<file path="src/rtl/bst_pkg.sv">
package bst_pkg;

   typedef enum logic [1:0] {
      OP_ACT = 2'd0,
      OP_RD  = 2'd1,
      OP_WR  = 2'd2,
      OP_PRE = 2'd3
   } bst_op_e;

   typedef enum logic [2:0] {
      K_NOP,
      K_ACT,
      K_RD,
      K_WR,
      K_PRE
   } bst_kind_e;

   // Pin order: {cs_n, ras_n, cas_n, we_n}
   localparam logic [3:0] PINS_NOP = 4'b0111;
   localparam logic [3:0] PINS_ACT = 4'b0011;
   localparam logic [3:0] PINS_RD  = 4'b0101;
   localparam logic [3:0] PINS_WR  = 4'b0100;
   localparam logic [3:0] PINS_PRE = 4'b0010;

endpackage

</file>
<file path="src/rtl/bst_bank.sv">
module bst_bank #(
   parameter int T_RP  = 3,
   parameter int CNT_W = 2
) (
   input  logic clk,
   input  logic rst_n,
   input  logic open_i,
   input  logic close_i,
   output logic open_o,
   output logic ready_o
);

   logic             row_open;
   logic [CNT_W-1:0] rp_cnt;

   always_ff @(posedge clk) begin
      if (!rst_n) begin
         row_open <= 1'b0;
         rp_cnt   <= '0;
      end else if (close_i) begin
         row_open <= 1'b0;
         rp_cnt   <= CNT_W'(T_RP - 1);
      end else begin
         if (open_i) begin
            row_open <= 1'b1;
         end
         if (rp_cnt != '0) begin
            rp_cnt <= rp_cnt - 1'b1;
         end
      end
   end

   assign open_o  = row_open;
   assign ready_o = (rp_cnt == '0);

endmodule

</file>
<file path="src/rtl/bst_req_check.sv">
module bst_req_check
   import bst_pkg::*;
#(
   parameter int NUM_BANKS = 4,
   parameter int BA_W      = 2
) (
   input  logic                 valid_i,
   input  bst_op_e              op_i,
   input  logic [BA_W-1:0]      bank_i,
   input  logic                 all_i,
   input  logic [NUM_BANKS-1:0] open_v,
   input  logic [NUM_BANKS-1:0] ready_v,
   output bst_kind_e            kind_o,
   output logic                 err_o,
   output logic [NUM_BANKS-1:0] open_mask,
   output logic [NUM_BANKS-1:0] close_mask
);

   logic [NUM_BANKS-1:0] sel;

   always_comb begin
      sel = '0;
      sel[bank_i] = 1'b1;
   end

   always_comb begin
      kind_o     = K_NOP;
      err_o      = 1'b0;
      open_mask  = '0;
      close_mask = '0;
      if (valid_i) begin
         case (op_i)
            OP_ACT: begin
               if (!open_v[bank_i] && ready_v[bank_i]) begin
                  kind_o    = K_ACT;
                  open_mask = sel;
               end else begin
                  err_o = 1'b1;
               end
            end
            OP_RD, OP_WR: begin
               if (open_v[bank_i]) begin
                  kind_o = (op_i == OP_RD) ? K_RD : K_WR;
               end else begin
                  err_o = 1'b1;
               end
            end
            default: begin
               kind_o     = K_PRE;
               close_mask = all_i ? '1 : sel;
            end
         endcase
      end
   end

endmodule

</file>
<file path="src/rtl/bst_cmd_encode.sv">
module bst_cmd_encode
   import bst_pkg::*;
(
   input  bst_kind_e  kind_i,
   output logic [3:0] pins_o
);

   always_comb begin
      case (kind_i)
         K_ACT:   pins_o = PINS_ACT;
         K_RD:    pins_o = PINS_RD;
         K_WR:    pins_o = PINS_WR;
         K_PRE:   pins_o = PINS_PRE;
         default: pins_o = PINS_NOP;
      endcase
   end

endmodule

</file>
<file path="src/rtl/bst_addr_mux.sv">
module bst_addr_mux
   import bst_pkg::*;
#(
   parameter int ADDR_W  = 12,
   parameter int COL_W   = 10,
   parameter int ALL_BIT = 10,
   parameter int BA_W    = 2
) (
   input  bst_kind_e         kind_i,
   input  logic              all_i,
   input  logic [BA_W-1:0]   bank_i,
   input  logic [ADDR_W-1:0] arg_i,
   output logic [BA_W-1:0]   ba_o,
   output logic [ADDR_W-1:0] addr_o
);

   localparam logic [ADDR_W-1:0] ALL_MASK = ADDR_W'(1) << ALL_BIT;

   logic [COL_W-1:0]  col;
   logic [ADDR_W-1:0] col_spread;

   assign col = arg_i[COL_W-1:0];

   for (genvar i = 0; i < ADDR_W; i++) begin : g_spread
      if (i < ALL_BIT && i < COL_W) begin : g_low
         assign col_spread[i] = col[i];
      end else if (i > ALL_BIT && (i - 1) < COL_W) begin : g_high
         assign col_spread[i] = col[i-1];
      end else begin : g_zero
         assign col_spread[i] = 1'b0;
      end
   end

   always_comb begin
      ba_o   = '0;
      addr_o = '0;
      case (kind_i)
         K_ACT: begin
            ba_o   = bank_i;
            addr_o = arg_i;
         end
         K_RD, K_WR: begin
            ba_o   = bank_i;
            addr_o = col_spread;
         end
         K_PRE: begin
            ba_o   = all_i ? '0 : bank_i;
            addr_o = all_i ? ALL_MASK : '0;
         end
         default: begin
            ba_o   = '0;
            addr_o = '0;
         end
      endcase
   end

endmodule

</file>
<file path="src/rtl/bank_state_tracker.sv">
module bank_state_tracker
   import bst_pkg::*;
#(
   parameter int NUM_BANKS = 4,
   parameter int ADDR_W    = 12,
   parameter int COL_W     = 10,
   parameter int ALL_BIT   = 10,
   parameter int T_RP      = 3,
   parameter int BA_W      = $clog2(NUM_BANKS)
) (
   input  logic                 clk,
   input  logic                 rst_n,
   input  logic                 req_valid,
   input  logic [1:0]           req_op,
   input  logic [BA_W-1:0]      req_bank,
   input  logic                 req_all,
   input  logic [ADDR_W-1:0]    req_arg,
   output logic                 req_err,
   output logic                 cmd_cs_n,
   output logic                 cmd_ras_n,
   output logic                 cmd_cas_n,
   output logic                 cmd_we_n,
   output logic [BA_W-1:0]      cmd_ba,
   output logic [ADDR_W-1:0]    cmd_addr,
   output logic [NUM_BANKS-1:0] bank_idle,
   output logic                 all_idle
);

   localparam int CNT_W = $clog2(T_RP + 1);

   if (NUM_BANKS < 2 || (1 << BA_W) != NUM_BANKS) begin : g_bad_banks
      $error("NUM_BANKS must be a power of two, at least 2");
   end
   if (T_RP < 1) begin : g_bad_trp
      $error("T_RP must be at least 1");
   end
   if (ALL_BIT >= ADDR_W) begin : g_bad_allbit
      $error("ALL_BIT must lie inside the address");
   end
   if (COL_W > ADDR_W - 1) begin : g_bad_col
      $error("COL_W must leave room for the all-bank bit");
   end

   logic [NUM_BANKS-1:0] open_v;
   logic [NUM_BANKS-1:0] ready_v;
   logic [NUM_BANKS-1:0] open_mask;
   logic [NUM_BANKS-1:0] close_mask;
   bst_kind_e            kind;
   logic                 err_d;
   logic [3:0]           pins_d;
   logic [BA_W-1:0]      ba_d;
   logic [ADDR_W-1:0]    addr_d;

   bst_req_check #(
      .NUM_BANKS (NUM_BANKS),
      .BA_W      (BA_W)
   ) u_check (
      .valid_i    (req_valid),
      .op_i       (bst_op_e'(req_op)),
      .bank_i     (req_bank),
      .all_i      (req_all),
      .open_v     (open_v),
      .ready_v    (ready_v),
      .kind_o     (kind),
      .err_o      (err_d),
      .open_mask  (open_mask),
      .close_mask (close_mask)
   );

   for (genvar b = 0; b < NUM_BANKS; b++) begin : g_bank
      bst_bank #(
         .T_RP  (T_RP),
         .CNT_W (CNT_W)
      ) u_bank (
         .clk     (clk),
         .rst_n   (rst_n),
         .open_i  (open_mask[b]),
         .close_i (close_mask[b]),
         .open_o  (open_v[b]),
         .ready_o (ready_v[b])
      );
   end

   bst_cmd_encode u_enc (
      .kind_i (kind),
      .pins_o (pins_d)
   );

   bst_addr_mux #(
      .ADDR_W  (ADDR_W),
      .COL_W   (COL_W),
      .ALL_BIT (ALL_BIT),
      .BA_W    (BA_W)
   ) u_addr (
      .kind_i (kind),
      .all_i  (req_all),
      .bank_i (req_bank),
      .arg_i  (req_arg),
      .ba_o   (ba_d),
      .addr_o (addr_d)
   );

   always_ff @(posedge clk) begin
      if (!rst_n) begin
         {cmd_cs_n, cmd_ras_n, cmd_cas_n, cmd_we_n} <= PINS_NOP;
         cmd_ba   <= '0;
         cmd_addr <= '0;
         req_err  <= 1'b0;
      end else begin
         {cmd_cs_n, cmd_ras_n, cmd_cas_n, cmd_we_n} <= pins_d;
         cmd_ba   <= ba_d;
         cmd_addr <= addr_d;
         req_err  <= err_d;
      end
   end

   assign bank_idle = ~open_v;
   assign all_idle  = (&bank_idle) & (&ready_v);

endmodule

</file>
<file path="config.mk">
export PLATFORM = sky130hd
export DESIGN_NAME = bank_state_tracker
export DESIGN_NICKNAME = d
export VERILOG_FILES = /design/src/rtl/bst_pkg.sv /design/src/rtl/bst_bank.sv /design/src/rtl/bst_req_check.sv /design/src/rtl/bst_cmd_encode.sv /design/src/rtl/bst_addr_mux.sv /design/src/rtl/bank_state_tracker.sv
export SDC_FILE = /design/constraint.sdc
export NUM_CORES = 1
export LEC_CHECK = 0
export BUFFER_PORTS_ARGS = -buffer_cell sky130_fd_sc_hd__buf_2
export CELL_PAD_IN_SITES_DETAIL_PLACEMENT = 1
export CELL_PAD_IN_SITES_GLOBAL_PLACEMENT = 1
export CORE_MARGIN = 2
export CORE_UTILIZATION = 36
export DETAILED_ROUTE_END_ITERATION = 10
export HOLD_SLACK_MARGIN = 0.02
export PLACE_DENSITY_LB_ADDON = 0.1
export SLEW_MARGIN = 5
export SYNTH_ARGS = -nofsm -noshare
export SYNTH_HDL_FRONTEND = slang
export SYNTH_SLANG_ARGS = --single-unit
</file>
<file path="constraint.sdc">
create_clock -name clk -period 2.3 [get_ports clk]
set_input_delay 0.46 -clock clk [delete_from_list [all_inputs] [get_ports clk]]
set_output_delay 0.46 -clock clk [all_outputs]
set_load 0.02 [all_outputs]
</file>
==> impl_metrics.yaml, run 1 <==
setup_path:
  cp-end-kind: "flop"
  critPathArrivalTime_ns: 2.07
  cp_max_fo: 10
  cp_data_required_time_ns: 2.55
  start_kind: "flop"
  path_class: "flop to flop"
  reg2reg_depth: 5
  cp-startpoint: "g_bank[1].u_bank.rp_cnt[1]"
  r2r_start: "g_bank[1].u_bank.rp_cnt[1]"
cells_and_area:
  diodes: 0
  drive_gt1_frac: 0.339
  syn2layout_area_growth_pct: 25.2
  utilization: 0.469
  fillers: 419
  nNetsFinal: 193
synth:
  synth-compound-area-share: 0.127
  synth_area_per_cell_um2: 10.1
  synth_fp_nets: 148
  yosys_most_used_dff: "dfxtp_1"
  ys_types: 35
  yosysSeqAreaShare: 0.476
  synth-simple-area-share: 0.287
  synth.area.mux_share: 0.0258
  synth_edf_count: 0
  syn_inst: 125
  ys_ff_latch: 30
  synth_adder_area_share: 0.0298
  yosysWarnings: 0
  synth_xor_area_frac: 0
  async_flop_share: 0
  synth_top_family_by_area: "simple AND/OR/NAND/NOR gates"
  syn_area_um2: 1260
hold_path:
  hp-class: "input port to flop"
  hold_path.startpoint: "req_arg[11]"
  hold_depth: 3
detailed_routing:
  routed_wl_um: 3070
  drtAntennaViolNets: 0
  vias: 1061
  vias_per_cell: 4.89
  drt_iter0_markers: 32
  post_drt_wl_per_cell_um: 14.2
  drc: 0
  drt_first_pass_iters: 4
global_routing:
  grt_start_max_net_pins: 12
  grt_pass1_vias: 1102
  antenna_found_initial: 0
  track_usage: 0.173
  grt_pass1_wl_um: 5200
  overflow: 0
floorplan:
  boundaryPins: 44
  fp.dieArea_um2: 3990
  num_rows: 21
  coreArea_um2: 3360
  die_w_um: 63.2
  die_h_um: 63.2
  start_util: 0.375
sta:
  rsz0062_at_grt: "false"
  clock_skew_ns: 0.0112
  slew_violations: 0
  setup_viol: 0
  fmax_mhz: 550
  fin_crit_ns: 1.82
  finalSetupTns_ns: 0
  period_share: 0.791
  hold_viol_final: 0
clock_tree:
  numClockSinks: 30
  cts.clk_slew.worst_paths_ns: 0.09
  post_cts_resized: 0
  clk_latency_ns: 0.34
  holdBufCountCts: 0
  cts_tree: "done"
  cts_buffers: 5
  postCtsSetupBuffers: 0
  h-tree-depth: 2
  cts_root_buffer: "clkbuf_4"
  clockBufferDepth: 2
placement:
  port_buffers: 42
  dpl.hpwl_um: 2340
  routabilityCongestion: 0.796
pwr:
  peakVddDrop_v: 0.000277
  p_leak_nw: 0.682
  power_density_nw_per_um2: 676
outcome:
  status: "completed"
job:
  cap_violations: 0
layout make-up:
cell class	count	area (um^2)	share of cell area
Sequential cell	30	601	0.380
Multi-Input combinational cell	83	596	0.377
Timing Repair Buffer	44	225	0.143
Tap cell	46	57.6	0.0365
Clock inverter	3	40.0	0.0254
Clock buffer	5	37.5	0.0238
Inverter	6	22.5	0.0143
flip-flops by register name (all words and copies together) (netlist names):
signal	count
cmd_addr	12
cmd_cas_n	1
cmd_ba	2
req_err	1
cmd_we_n	1
g_bank.u_bank.open_o	4
g_bank.u_bank.rp_cnt	8
cmd_ras_n	1
stage by stage:
stage | total power [mW] | hold WS (ns) | std cells | area, um^2 | setup slack [ns]
floorplan | 0.629 | 0.435 | 125 | 1260 | 0.431
global placement | 0.668 | 0.457 | 209 | 1500 | 0.267
detailed placement | 0.671 | 0.470 | 209 | 1500 | 0.182
CTS | 1.08 | 0.352 | 217 | 1580 | 0.466
global route | 1.14 | 0.329 | 217 | 1580 | 0.383
finish | 1.07 | 0.363 | 217 | 1580 | 0.480
worst max-delay path, stage by stage, from the launching register on:
cell and delay (ns):
dfxtp_1 0.34, or4b_1 0.57, a41oi_2 0.26, buf_4 0.23
nand4b_4 0.11, a221oi_2 0.23
report_power, final:
part | internal (mW) | total [mW] | switching, mW
sequential | 0.529 | 0.533 | 0.00440
clock | 0.225 | 0.409 | 0.185
combinational | 0.0509 | 0.126 | 0.0746
synthesized netlist by cell type (3+ instances only):
cell type | n | area, um^2
a21boi_0 | 6 | 45.0
a21oi_1 | 6 | 30.0
dfxtp_1 | 30 | 601
ha_1 | 3 | 37.5
inv_1 | 6 | 22.5
nand2_1 | 12 | 45.0
nand3_1 | 3 | 15.0
nand4_1 | 4 | 25.0
nor2_1 | 3 | 11.3
nor3b_1 | 15 | 113
nor4_1 | 3 | 18.8
o21ai_0 | 4 | 20.0
final timing paths:
path / end / slack [ns]
max: cmd_addr[10] / 0.48
min: cmd_addr[11] / 0.36
max reg2reg: cmd_addr[10] / 0.48
min reg2reg: g_bank[1].u_bank.rp_cnt[0] / 0.48
cell usage in the layout, fill, tap and decap left out, types with 3 or more instances in the layout:
cell type / instances
a21boi_0: 6
nand2_1: 12
nor3b_1: 15
inv_1: 6
o21ai_0: 4
a21oi_1: 6
clkbuf_4: 5
nand3_1: 3
nor2_1: 3
ha_1: 3
dfxtp_1: 30
nor4_1: 3
buf_2: 42
nand4_1: 4
layer usage:
layer / up-vias / part of all wire / global-route usage
met1: 493 / 0.41 / 0.182
li1: 529 / - / -
met4: 0 / 0.020 / 0.0815
met5: - / 0 / 0
met3: 6 / 0.056 / 0.0643
met2: 33 / 0.52 / 0.306
logic make-up (layout without fill, tap and decap cells):
logic type / count (synthesis) / count (layout)
AO/OA/AOI/OAI: 21 / 21
adder cells (fa/ha/maj): 3 / 3
buffers and inverters: 12 / 58
flip-flops: 30 / 30
multiplexers: 2 / 2
other: 1 / 1
AND/OR/NAND/NOR: 56 / 56
No activity file was read; power rests on OpenSTA's default activity.
==> run 2, diff against run 1 <==
Settings changed: ABC_AREA from default to 1, CORE_UTILIZATION 36 to 31.
Clock period 2.3 ns to 1.47 ns, I/O delays scaled along.
==> impl_metrics.yaml, run 2 <==
sta:
  hold_viol_final: 0
  fmax_mhz: 641
  setup_viol: 1
  period_share: 1.06
  slew_violations: 0
  fin_crit_ns: 1.56
  clock_skew_ns: 0.00413
  rsz0062_at_grt: "true"
  holdWs_ns: 0.234
  setup_slack_ns: -0.0895
  finalSetupTns_ns: -0.0895
setup_path:
  start_kind: "flop"
  cp_max_fo: 2
  max_stage_delay_ns: 0.32
  reg2reg_depth: 9
  r2r_end: "cmd_addr[2]"
  r2r_start: "g_bank[0].u_bank.open_o"
  crit_family: "simple AND/OR/NAND/NOR gates"
  crit_path_top_delay_cell: "dfxtp_1"
  crit_buf_inv: 2
  r2r_slack_ns: 0.06
  path_class: "flop to output pin"
  cp-end-kind: "output pin"
  cp_data_required_time_ns: 1.18
  path_depth: 5
  critPathArrivalTime_ns: 1.27
  crit_path_cell_trace: "inv_2 -> nand2_2 -> nor3_2 -> nor3b_2 -> buf_4"
pwr:
  peakVddDrop_v: 0.000371
  p_total_mw: 1.78
  power_density_nw_per_um2: 940
  p_leak_nw: 0.933
detailed_routing:
  vias_per_cell: 4.45
  post_drt_wl_per_cell_um: 12.4
  drt_iter0_markers: 39
  routed_wl_um: 3590
  vias: 1287
  drc: 0
  drtAntennaViolNets: 0
  drt_first_pass_iters: 4
cells_and_area:
  diodes: 0
  final_area_um2: 1900
  regMostFlops: "cmd_addr"
  syn2layout_area_growth_pct: 41.5
  fin_cells: 289
  utilization: 0.464
  drive_gt1_frac: 0.464
  nNetsFinal: 261
  largest_register_ffs: 12
  layout_common_cells: "nand2_1 (45), buf_2 (41), dfxtp_1 (24), inv_1 (22), buf_4 (13)"
  fillers: 533
  layout_commonest_cell: "nand2_1"
synth:
  synth_fp_nets: 200
  synth_area_per_cell_um2: 7.57
  syn_inst: 177
  synth_most_common_cell: "nand2_1"
  yosysTopAreaCell: "dfxtp_1"
  yosysWarnings: 0
  ys_ff_latch: 30
  synth_top_area_frac: 0.448
  yosys-top-cells-count: "nand2_1 (49), dfxtp_1 (30), inv_1 (30)"
  yosys-top-cells-area: "dfxtp_1 (45%), nand2_1 (14%), inv_1 (8.4%), nor2_2 (4.7%), nor2_4 (4.2%)"
  syn_area_um2: 1340
  synth_edf_count: 0
  yosysSeqAreaShare: 0.448
  async_flop_share: 0
  ys_types: 22
  yosys_most_used_dff: "dfxtp_1"
placement:
  dpl.hpwl_um: 2640
  dp_slack_ns: -0.0731
  routabilityCongestion: 0.816
  place_area_um2: 1630
  port_buffers: 42
  dp_cells: 269
clock_tree:
  numClockSinks: 30
  clockBufferDepth: 2
  cts_root_buffer: "clkbuf_8"
  h-tree-depth: 2
  cts_tree: "done"
  cts_buffers: 5
  cts.clk_slew.worst_paths_ns: 0.07
  clk_latency_ns: 0.29
global_routing:
  grt_pass1_vias: 1323
  overflow: 0
  grt_start_max_net_pins: 25
  grt_pass1_wl_um: 5920
  antenna_found_initial: 0
  track_usage: 0.155
hold_path:
  hp-class: "input port to flop"
  hold_depth: 3
  worstHoldEndpoint: "cmd_addr[1]"
  hold_path.startpoint: "req_arg[1]"
job:
  cap_violations: 0
floorplan:
  die_w_um: 69.7
  start_util: 0.328
  fp.dieArea_um2: 4860
  die_h_um: 69.7
  num_rows: 23
  coreArea_um2: 4090
  boundaryPins: 44
outcome:
  status: "complete, but fails checks"
  violations: "negative setup slack"
run 2: cell count changes after synthesis, sizes merged, moves of 7 or more:
cell | before | now
nand2 | 12 | 52
inv | 6 | 30
nor2 | 3 | 27
nor3b | 15 | 1
a21boi | 7 | 0
run 2: layer usage:
layer,wire (um),up-vias,GRT usage,share of wire
li1,-,659,-,-
met1,1630,599,0.189,0.45
met2,1760,24,0.256,0.49
met3,143,5,0.0494,0.040
met4,53,0,0.0513,0.015
met5,0,-,0,0
run 2: what timing repair did:
item | CTS | global route
buffers inserted | 7 | 4
cloned | 0 | 1
pin swaps | 2 | 13
setup endpoints to repair | 1 | 21
hold buffers | 0 | 0
gates resized for setup | 11 | 19
run 2: report_power, final:
part | leakage (nW) | switching (mW) | internal (mW)
combinational | 0.640 | 0.148 | 0.0894
sequential | 0.246 | 0.00654 | 0.830
clock | 0.0472 | 0.333 | 0.376
run 2: area by class of cell:
| class | instances | area, um^2 | share of cell area |
|---|---|---|---|
| Multi-Input combinational cell | 115 | 683 | 0.360 |
| Sequential cell | 30 | 608 | 0.321 |
| Timing Repair Buffer | 56 | 334 | 0.176 |
| Clock inverter | 2 | 12.5 | 0.00660 |
| Clock buffer | 6 | 82.6 | 0.0436 |
| Inverter | 30 | 113 | 0.0594 |
| Tap cell | 50 | 62.6 | 0.0330 |
run 2: kinds of logic after synthesis:
kind of cell               synth area share
adders and majority gates            0.0280
and+or+nand+nor                       0.359
AOI/OAI and AO/OA                    0.0663
buffers and inverters                0.0952
other                               0.00280
DFF                                   0.448
run 2: how the worst max path moves through the flow:
stage	slack, ns	start	to
final	-0.09	g_bank[3].u_bank.rp_cnt[1]	all_idle
after global routing	-0.18	g_bank[3].u_bank.rp_cnt[1]	all_idle
after CTS	-0.14	g_bank[0].u_bank.open_o	all_idle
after detailed placement	-0.07	req_bank[0]	cmd_ba[1]
after global placement	-0.03	req_bank[0]	cmd_ba[1]
after floorplan	0.14	g_bank[3].u_bank.open_o	all_idle
run 2: worst register-to-register path: stages, from the launching register on:
cell	delay (ns)
dfxtp_2	0.33
buf_4	0.13
nand2_2	0.08
nand2_4	0.07
o21ai_4	0.21
buf_6	0.13
nor2_4	0.05
buf_12	0.13
nor2_8	0.14
nor2_4	0.05
